--- config.mk ---
export PLATFORM = sky130hd
export DESIGN_NAME = zs_filter
export DESIGN_NICKNAME = d
export VERILOG_FILES = /design/src/rtl/zs_filter.sv
export SDC_FILE = /design/constraint.sdc
export NUM_CORES = 2
export LEC_CHECK = 0
export CAP_MARGIN = 15
export CORE_AREA = 2 2 293 295
export CTS_CLUSTER_SIZE = 40
export DETAILED_ROUTE_END_ITERATION = 6
export DIE_AREA = 0 0 295 297
export DONT_BUFFER_PORTS = 1
export PLACE_DENSITY = 0.82
export SLEW_MARGIN = 20
export SYNTH_ARGS = -nofsm -noshare
export SYNTH_HDL_FRONTEND = slang
export SYNTH_SLANG_ARGS = --single-unit
--- constraint.sdc ---
create_clock -name clk -period 5.9 [get_ports clk]
set_input_delay 1.18 -clock clk [delete_from_list [all_inputs] [get_ports clk]]
set_output_delay 1.18 -clock clk [all_outputs]
set_load 0.01 [all_outputs]
--- src/rtl/zs_filter.sv ---
module zs_filter #(
  parameter int SW        = 14,
  parameter int TW        = 30,
  parameter int NW        = 21,
  parameter int WW        = 16,
  parameter int DEPTH     = 64,
  parameter int LBK_DEPTH = 8
) (
  input  logic          clk,
  input  logic          rst_n,
  input  logic          in_valid,
  input  logic          in_sof,
  input  logic          in_eof,
  input  logic [SW-1:0] in_sample,
  input  logic [3:0]    cfg_mode,
  input  logic          cfg_neg,
  input  logic          cfg_coarse,
  input  logic [TW-1:0] cfg_thresh,
  input  logic [NW-1:0] cfg_nsamp,
  input  logic [WW-1:0] cfg_lbk,
  input  logic [WW-1:0] cfg_lfwd,
  output logic          out_valid,
  output logic [SW-1:0] out_data,
  output logic          out_last,
  output logic          out_skip,
  output logic [NW-1:0] out_skip_len,
  output logic          out_evt_done,
  output logic          out_evt_keep
);
  localparam int AW   = $clog2(DEPTH);
  localparam int SUMW = SW + NW;
  localparam int CW   = ((SUMW > TW + 6) ? SUMW : TW + 6) + 1;
  localparam int D    = LBK_DEPTH;
  localparam logic [AW:0] PSTEP = 1;
  localparam logic [NW:0] RSTEP = 1;
  localparam logic [NW-1:0] CSTEP = 1;
  localparam logic [WW-1:0] FSTEP = 1;

  wire m_int  = cfg_mode == 4'd1;
  wire m_zle  = cfg_mode == 4'd2;
  wire m_amp  = cfg_mode == 4'd3;
  wire m_fs   = m_int | m_amp;
  wire m_pass = !m_fs && !m_zle;
  wire good   = cfg_neg ? (in_sample < cfg_thresh[SW-1:0]) : (in_sample > cfg_thresh[SW-1:0]);

  // whole-event decision
  logic [SUMW-1:0] acc;
  logic [NW:0]     run;
  logic            hit;
  wire [SUMW-1:0] acc_n  = (in_sof ? '0 : acc) + SUMW'(in_sample);
  wire [CW-1:0]   sum_x  = CW'(acc_n);
  wire [CW-1:0]   lim_x  = cfg_coarse ? CW'({cfg_thresh, 6'd0}) : CW'(cfg_thresh);
  wire [NW:0]     run_n  = good ? ((in_sof ? '0 : run) + RSTEP) : '0;
  wire [NW-1:0]   ns_eff = (cfg_nsamp == '0) ? CSTEP : cfg_nsamp;
  wire hit_n   = (!in_sof && hit) || (run_n >= {1'b0, ns_eff});
  wire fs_keep = m_int ? (cfg_neg ? (sum_x < lim_x) : (sum_x > lim_x)) : hit_n;
  wire fs_in   = in_valid && m_fs;

  // event buffer
  logic [SW:0] mem [DEPTH];
  logic [AW:0] wr, rd, cm, ev0;
  wire         drain = rd != cm;
  wire [SW:0]  head  = mem[rd[AW-1:0]];

  always_ff @(posedge clk)
    if (fs_in) mem[wr[AW-1:0]] <= {in_eof, in_sample};

  always_ff @(posedge clk or negedge rst_n)
    if (!rst_n) begin
      wr <= '0; rd <= '0; cm <= '0; ev0 <= '0;
      acc <= '0; run <= '0; hit <= 1'b0;
    end else begin
      if (drain) rd <= rd + PSTEP;
      if (fs_in) begin
        acc <= acc_n;
        run <= run_n;
        hit <= hit_n;
        if (in_sof) ev0 <= wr;
        if (!in_eof) wr <= wr + PSTEP;
        else if (fs_keep) begin
          wr <= wr + PSTEP;
          cm <= wr + PSTEP;
        end else wr <= in_sof ? wr : ev0;
      end
    end

  // zero length encoding delay line
  logic [D-1:0]  dv, ds, de, dk, mark;
  logic [SW-1:0] dd [D];
  logic [WW-1:0] fwd;
  logic [NW-1:0] skc;
  wire          zle_in  = in_valid && m_zle;
  wire [WW-1:0] fwd_cur = in_sof ? '0 : fwd;
  wire          keep0   = good || (fwd_cur != '0);
  wire          lk      = dk[D-1] | mark[D-1];

  always_comb begin
    int   newer;
    logic blk;
    newer = 0;
    blk   = in_sof;
    for (int j = 0; j < D; j++) begin
      mark[j] = zle_in && good && dv[j] && !blk && ($unsigned(newer) < 32'(cfg_lbk));
      if (dv[j]) begin
        newer = newer + 1;
        blk   = blk | ds[j];
      end
    end
  end

  always_ff @(posedge clk) begin
    dd[0] <= in_sample;
    for (int j = 1; j < D; j++) dd[j] <= dd[j-1];
  end

  always_ff @(posedge clk or negedge rst_n)
    if (!rst_n) begin
      dv <= '0; ds <= '0; de <= '0; dk <= '0; fwd <= '0;
    end else begin
      dv <= {dv[D-2:0], zle_in};
      ds <= {ds[D-2:0], in_sof};
      de <= {de[D-2:0], in_eof};
      dk <= {dk[D-2:0] | mark[D-2:0], keep0};
      if (zle_in) fwd <= good ? cfg_lfwd : ((fwd_cur != '0) ? fwd_cur - FSTEP : '0);
    end

  // output stage
  always_ff @(posedge clk or negedge rst_n)
    if (!rst_n) begin
      out_valid <= 1'b0; out_data <= '0; out_last <= 1'b0;
      out_skip <= 1'b0; out_skip_len <= '0;
      out_evt_done <= 1'b0; out_evt_keep <= 1'b0; skc <= '0;
    end else begin
      out_valid <= 1'b0; out_last <= 1'b0; out_skip <= 1'b0;
      out_evt_done <= 1'b0; out_evt_keep <= 1'b0;
      if (drain) begin
        out_valid <= 1'b1;
        out_data  <= head[SW-1:0];
        out_last  <= head[SW];
      end
      if (fs_in && in_eof) begin
        out_evt_done <= 1'b1;
        out_evt_keep <= fs_keep;
      end
      if (in_valid && m_pass) begin
        out_valid    <= 1'b1;
        out_data     <= in_sample;
        out_last     <= in_eof;
        out_evt_done <= in_eof;
        out_evt_keep <= in_eof;
      end
      if (dv[D-1]) begin
        if (lk) begin
          out_valid <= 1'b1;
          out_data  <= dd[D-1];
          out_last  <= de[D-1];
          if (skc != '0) begin
            out_skip     <= 1'b1;
            out_skip_len <= skc;
          end
          skc <= '0;
        end else if (de[D-1]) begin
          out_skip     <= 1'b1;
          out_skip_len <= skc + CSTEP;
          skc          <= '0;
        end else skc <= skc + CSTEP;
        if (de[D-1]) begin
          out_evt_done <= 1'b1;
          out_evt_keep <= 1'b1;
        end
      end
    end

  a_r9_skip_len_nonzero: assert property (@(posedge clk) disable iff (!rst_n)
    out_skip |-> out_skip_len != '0);
  a_r9_last_needs_valid: assert property (@(posedge clk) disable iff (!rst_n)
    out_last |-> out_valid);
  a_r2_pass_one_cycle: assert property (@(posedge clk) disable iff (!rst_n)
    (in_valid && m_pass) |=> (out_valid && out_data == $past(in_sample) && out_last == $past(in_eof)));
  a_r6_discard_only_whole_event: assert property (@(posedge clk) disable iff (!rst_n)
    (out_evt_done && !out_evt_keep) |-> $past(fs_in && in_eof));
  a_r6_buffer_bound: assert property (@(posedge clk) disable iff (!rst_n)
    (wr - rd) <= (AW+1)'(DEPTH));
endmodule

==> results.json <==
{
  "maxSlewHeadroom_pct": 25.8,
  "fin_crit_ps": 5620,
  "yosys_most_used_dff": "edfxtp_1",
  "final-max-slew-violation-count": 0,
  "yosys_warnings": 0,
  "end_kind": "flop",
  "rows": 107,
  "ant_nets": 0,
  "synth_cell_types": 83,
  "die-area_sq_um": 87600,
  "dpl_cell_area_sq_um": 54600,
  "design_area_sq_um": 58600,
  "grt_start_max_net_pins": 195,
  "h-tree-depth": 3,
  "fillCellCount": 4923,
  "status": "finished clean",
  "grt_setup_unrepaired": "false",
  "grt_pass1_vias": 31219,
  "critPathSlowestCell": "dfrtp_2",
  "layout_common_cells": "960 x edfxtp_1, 315 x mux4_2, 243 x nand2_1",
  "cts.sinks": 1266,
  "setup_viol": 0,
  "final_common_cell": "edfxtp_1",
  "hold_viol_final": 0,
  "dp_slack_ps": -123,
  "setup_slack_ps": 281,
  "clock.fmax_mhz": 178,
  "maxCapViolCount": 0,
  "drt_iter0_markers": 4148,
  "timing.hold.ws_ps": 163,
  "grt_pass1_wl_microns": 204000,
  "first_pass_iters": 6,
  "via_count": 30559,
  "drc_errors": 0,
  "synth-seq-cells": 1266,
  "critPathMostFrequentCell": "ha_1",
  "areaGrowthSynthToFinish_pct": 11.1,
  "synth_cells": 3172,
  "arrival_ps": 6220,
  "grtUsageTotal_pct": 31.9,
  "cts_root_buf": "clkbuf_16",
  "ios": 148,
  "critPathLaunchType": "flop",
  "final_nets": 3476,
  "numCtsBuffers": 116,
  "start_util_pct": 62.5,
  "crit_buf_inv": 3,
  "drive_gt1_share_pct": 20.4,
  "core-area_sq_um": 84500,
  "totalWireLength_microns": 137000,
  "fp.dieW_microns": 295,
  "max_slew.worst_pin.slew_ps": 1110,
  "path_clk_slew_ps": 60,
  "peakVddDrop_mv": 0.338,
  "holdCritPathClass": "input pin to asynchronous set/reset pin",
  "cts_tree": "built",
  "yosysSeqAreaShare_pct": 68.1,
  "skew_ps": 58.9,
  "grt.overflow.total": 0,
  "viasPerCell": 6.80,
  "hold_buffers": 0,
  "fin_tns_setup_ps": 0,
  "worstPathRequired_ps": 6500,
  "crit_path_cell_trace": "inv_1, ha_1, xnor2_4, inv_1, ha_1, mux2_2, ha_1, mux2_2, ha_1, mux2_2, ha_1, mux2_2, ha_1, o211a_1, o31ai_1, a31oi_2, a21oi_1, a21bo_2, o31ai_4, buf_12, nor2_1, a311oi_1",
  "dpl.hpwl_microns": 76800,
  "leakagePower_uw": 0.0206,
  "synth-edff-count": 960,
  "die_h_microns": 297,
  "critical_path_class": "flop to flop",
  "syn_avg_cell_area_sq_um": 16.6,
  "synth_area_sq_um": 52800,
  "clock_latency_ps": 730,
  "slowest_delay_ps": 430,
  "routabilityCongestion": 0.937,
  "path_max_fanout": 24,
  "wire_per_inst_microns": 30.5,
  "cp_top_family": "adder cells",
  "cts_buffer_depth": 3,
  "async_reset_ff_share_pct": 15.3,
  "powerDensity_nw_per_um2": 416,
  "period_share_pct": 95.2,
  "antenna_found_initial": 3,
  "port_buffers": 0
}
final timing paths:
check | slack (ps) | cells past startpoint | to | start
min in group clk | 330 | 0 | dd[1][2]$_DFF_P_ | dd[0][44]$_DFF_P_
max in group asynchronous | 5410 | 0 | wr[3]$_DFFE_PN0P_ | rst_n
worst min register to register | 330 | 0 | dd[1][2]$_DFF_P_ | dd[0][44]$_DFF_P_
worst max-delay path | 280 | 22 | out_skip_len[6]$_DFFE_PN0P_ | dv[0]$_DFF_PN0_
worst min-delay path | 160 | 0 | out_skip_len[17]$_DFFE_PN0P_ | rst_n
worst max register to register | 280 | 22 | out_skip_len[6]$_DFFE_PN0P_ | dv[0]$_DFF_PN0_
cell families (layout without fill, tap and decap cells):
group / count (synthesis) / after routing / synth area share [%]
DFF: 1266 / 1266 / 68.1
and+or+nand+nor: 694 / 694 / 5.98
muxes: 392 / 392 / 14.9
AOI/OAI and AO/OA: 380 / 380 / 4.72
buffers and inverters: 234 / 409 / 1.97
adders and majority gates: 119 / 119 / 2.83
xor gates and xnor gates: 86 / 86 / 1.49
other: 1 / 7 / 0.00710
per-stage QoR:
step / util (%) / cells / power, uW
after floorplan: - / 3176 / 14700
after global placement: 64.6 / 4271 / 16300
after detailed placement: 64.6 / 4271 / 16500
after CTS: 69.3 / 4491 / 24400
after global routing: 69.4 / 4495 / 25000
final: 69.4 / 4497 / 24400
registers in the layout (all words and copies together) (netlist names), 14 cells and up:
signal        cells
acc              35
out_skip_len     21
fwd              16
dd              112
out_data         14
mem             960
run              22
skc              21
worst reg2reg max path, cell delays in order (launching register included):
cell and delay (ps):
dfrtp_2 430, inv_1 100, ha_1 400, xnor2_4 200, inv_1 80, ha_1 270
mux2_2 310, ha_1 300, mux2_2 320, ha_1 300, mux2_2 310, ha_1 310
mux2_2 270, ha_1 290, o211a_1 240, o31ai_1 100, a31oi_2 200, a21oi_1 170
a21bo_2 270, o31ai_4 70, buf_12 210, nor2_1 70, a311oi_1 300
power breakdown:
group	total, uW	switching [uW]	internal (uW)
combinational	6100	3150	2950
sequential	10500	647	9890
clock	7740	3360	4380
synth_stat cells, types with 21 or more instances:
cell type	number	area [sq um]
edfxtp_1	960	28800
mux4_2	315	7090
nand2_1	243	912
nor2_1	202	758
dfrtp_1	194	4850
ha_1	118	1480
dfxtp_1	112	2240
clkbuf_1	99	372
a21oi_1	91	455
inv_1	70	263
nand3_1	68	340
o21ai_0	68	340
mux2i_1	59	591
xnor2_1	57	499
o21ai_1	47	235
o31ai_1	38	285
nor2b_1	29	181
and3_1	28	175
xor2_1	26	228
nor3_1	25	125
buf_1	23	86.3
a21o_1	21	158
nand4_1	21	131
metal layers:
metal / track usage (%) / share of wire, %
met3: 6.25 / 9.4
met1: 42.4 / 36
met5: 0 / 0.019
met4: 14.4 / 5.2
met2: 51.7 / 50
timing repair:
item                       4_1_cts  5_1_grt
resized for setup                3        4
buffers inserted                 0        3
gates cloned                     0        0
setup endpoints to repair       12       36
pin swaps                        0        2
cell type report:
cell class	instances	area [sq um]	area share, %
Sequential cell	1266	35900	61.3
Clock inverter	65	687	1.17
Inverter	71	267	0.455
Multi-Input combinational cell	1676	16000	27.4
Timing Repair Buffer	118	1010	1.72
Tap cell	1144	1430	2.44
Antenna cell	2	5.00	0.00854
Clock buffer	155	3250	5.55
Note: power is estimated with default switching activity, not from simulation.
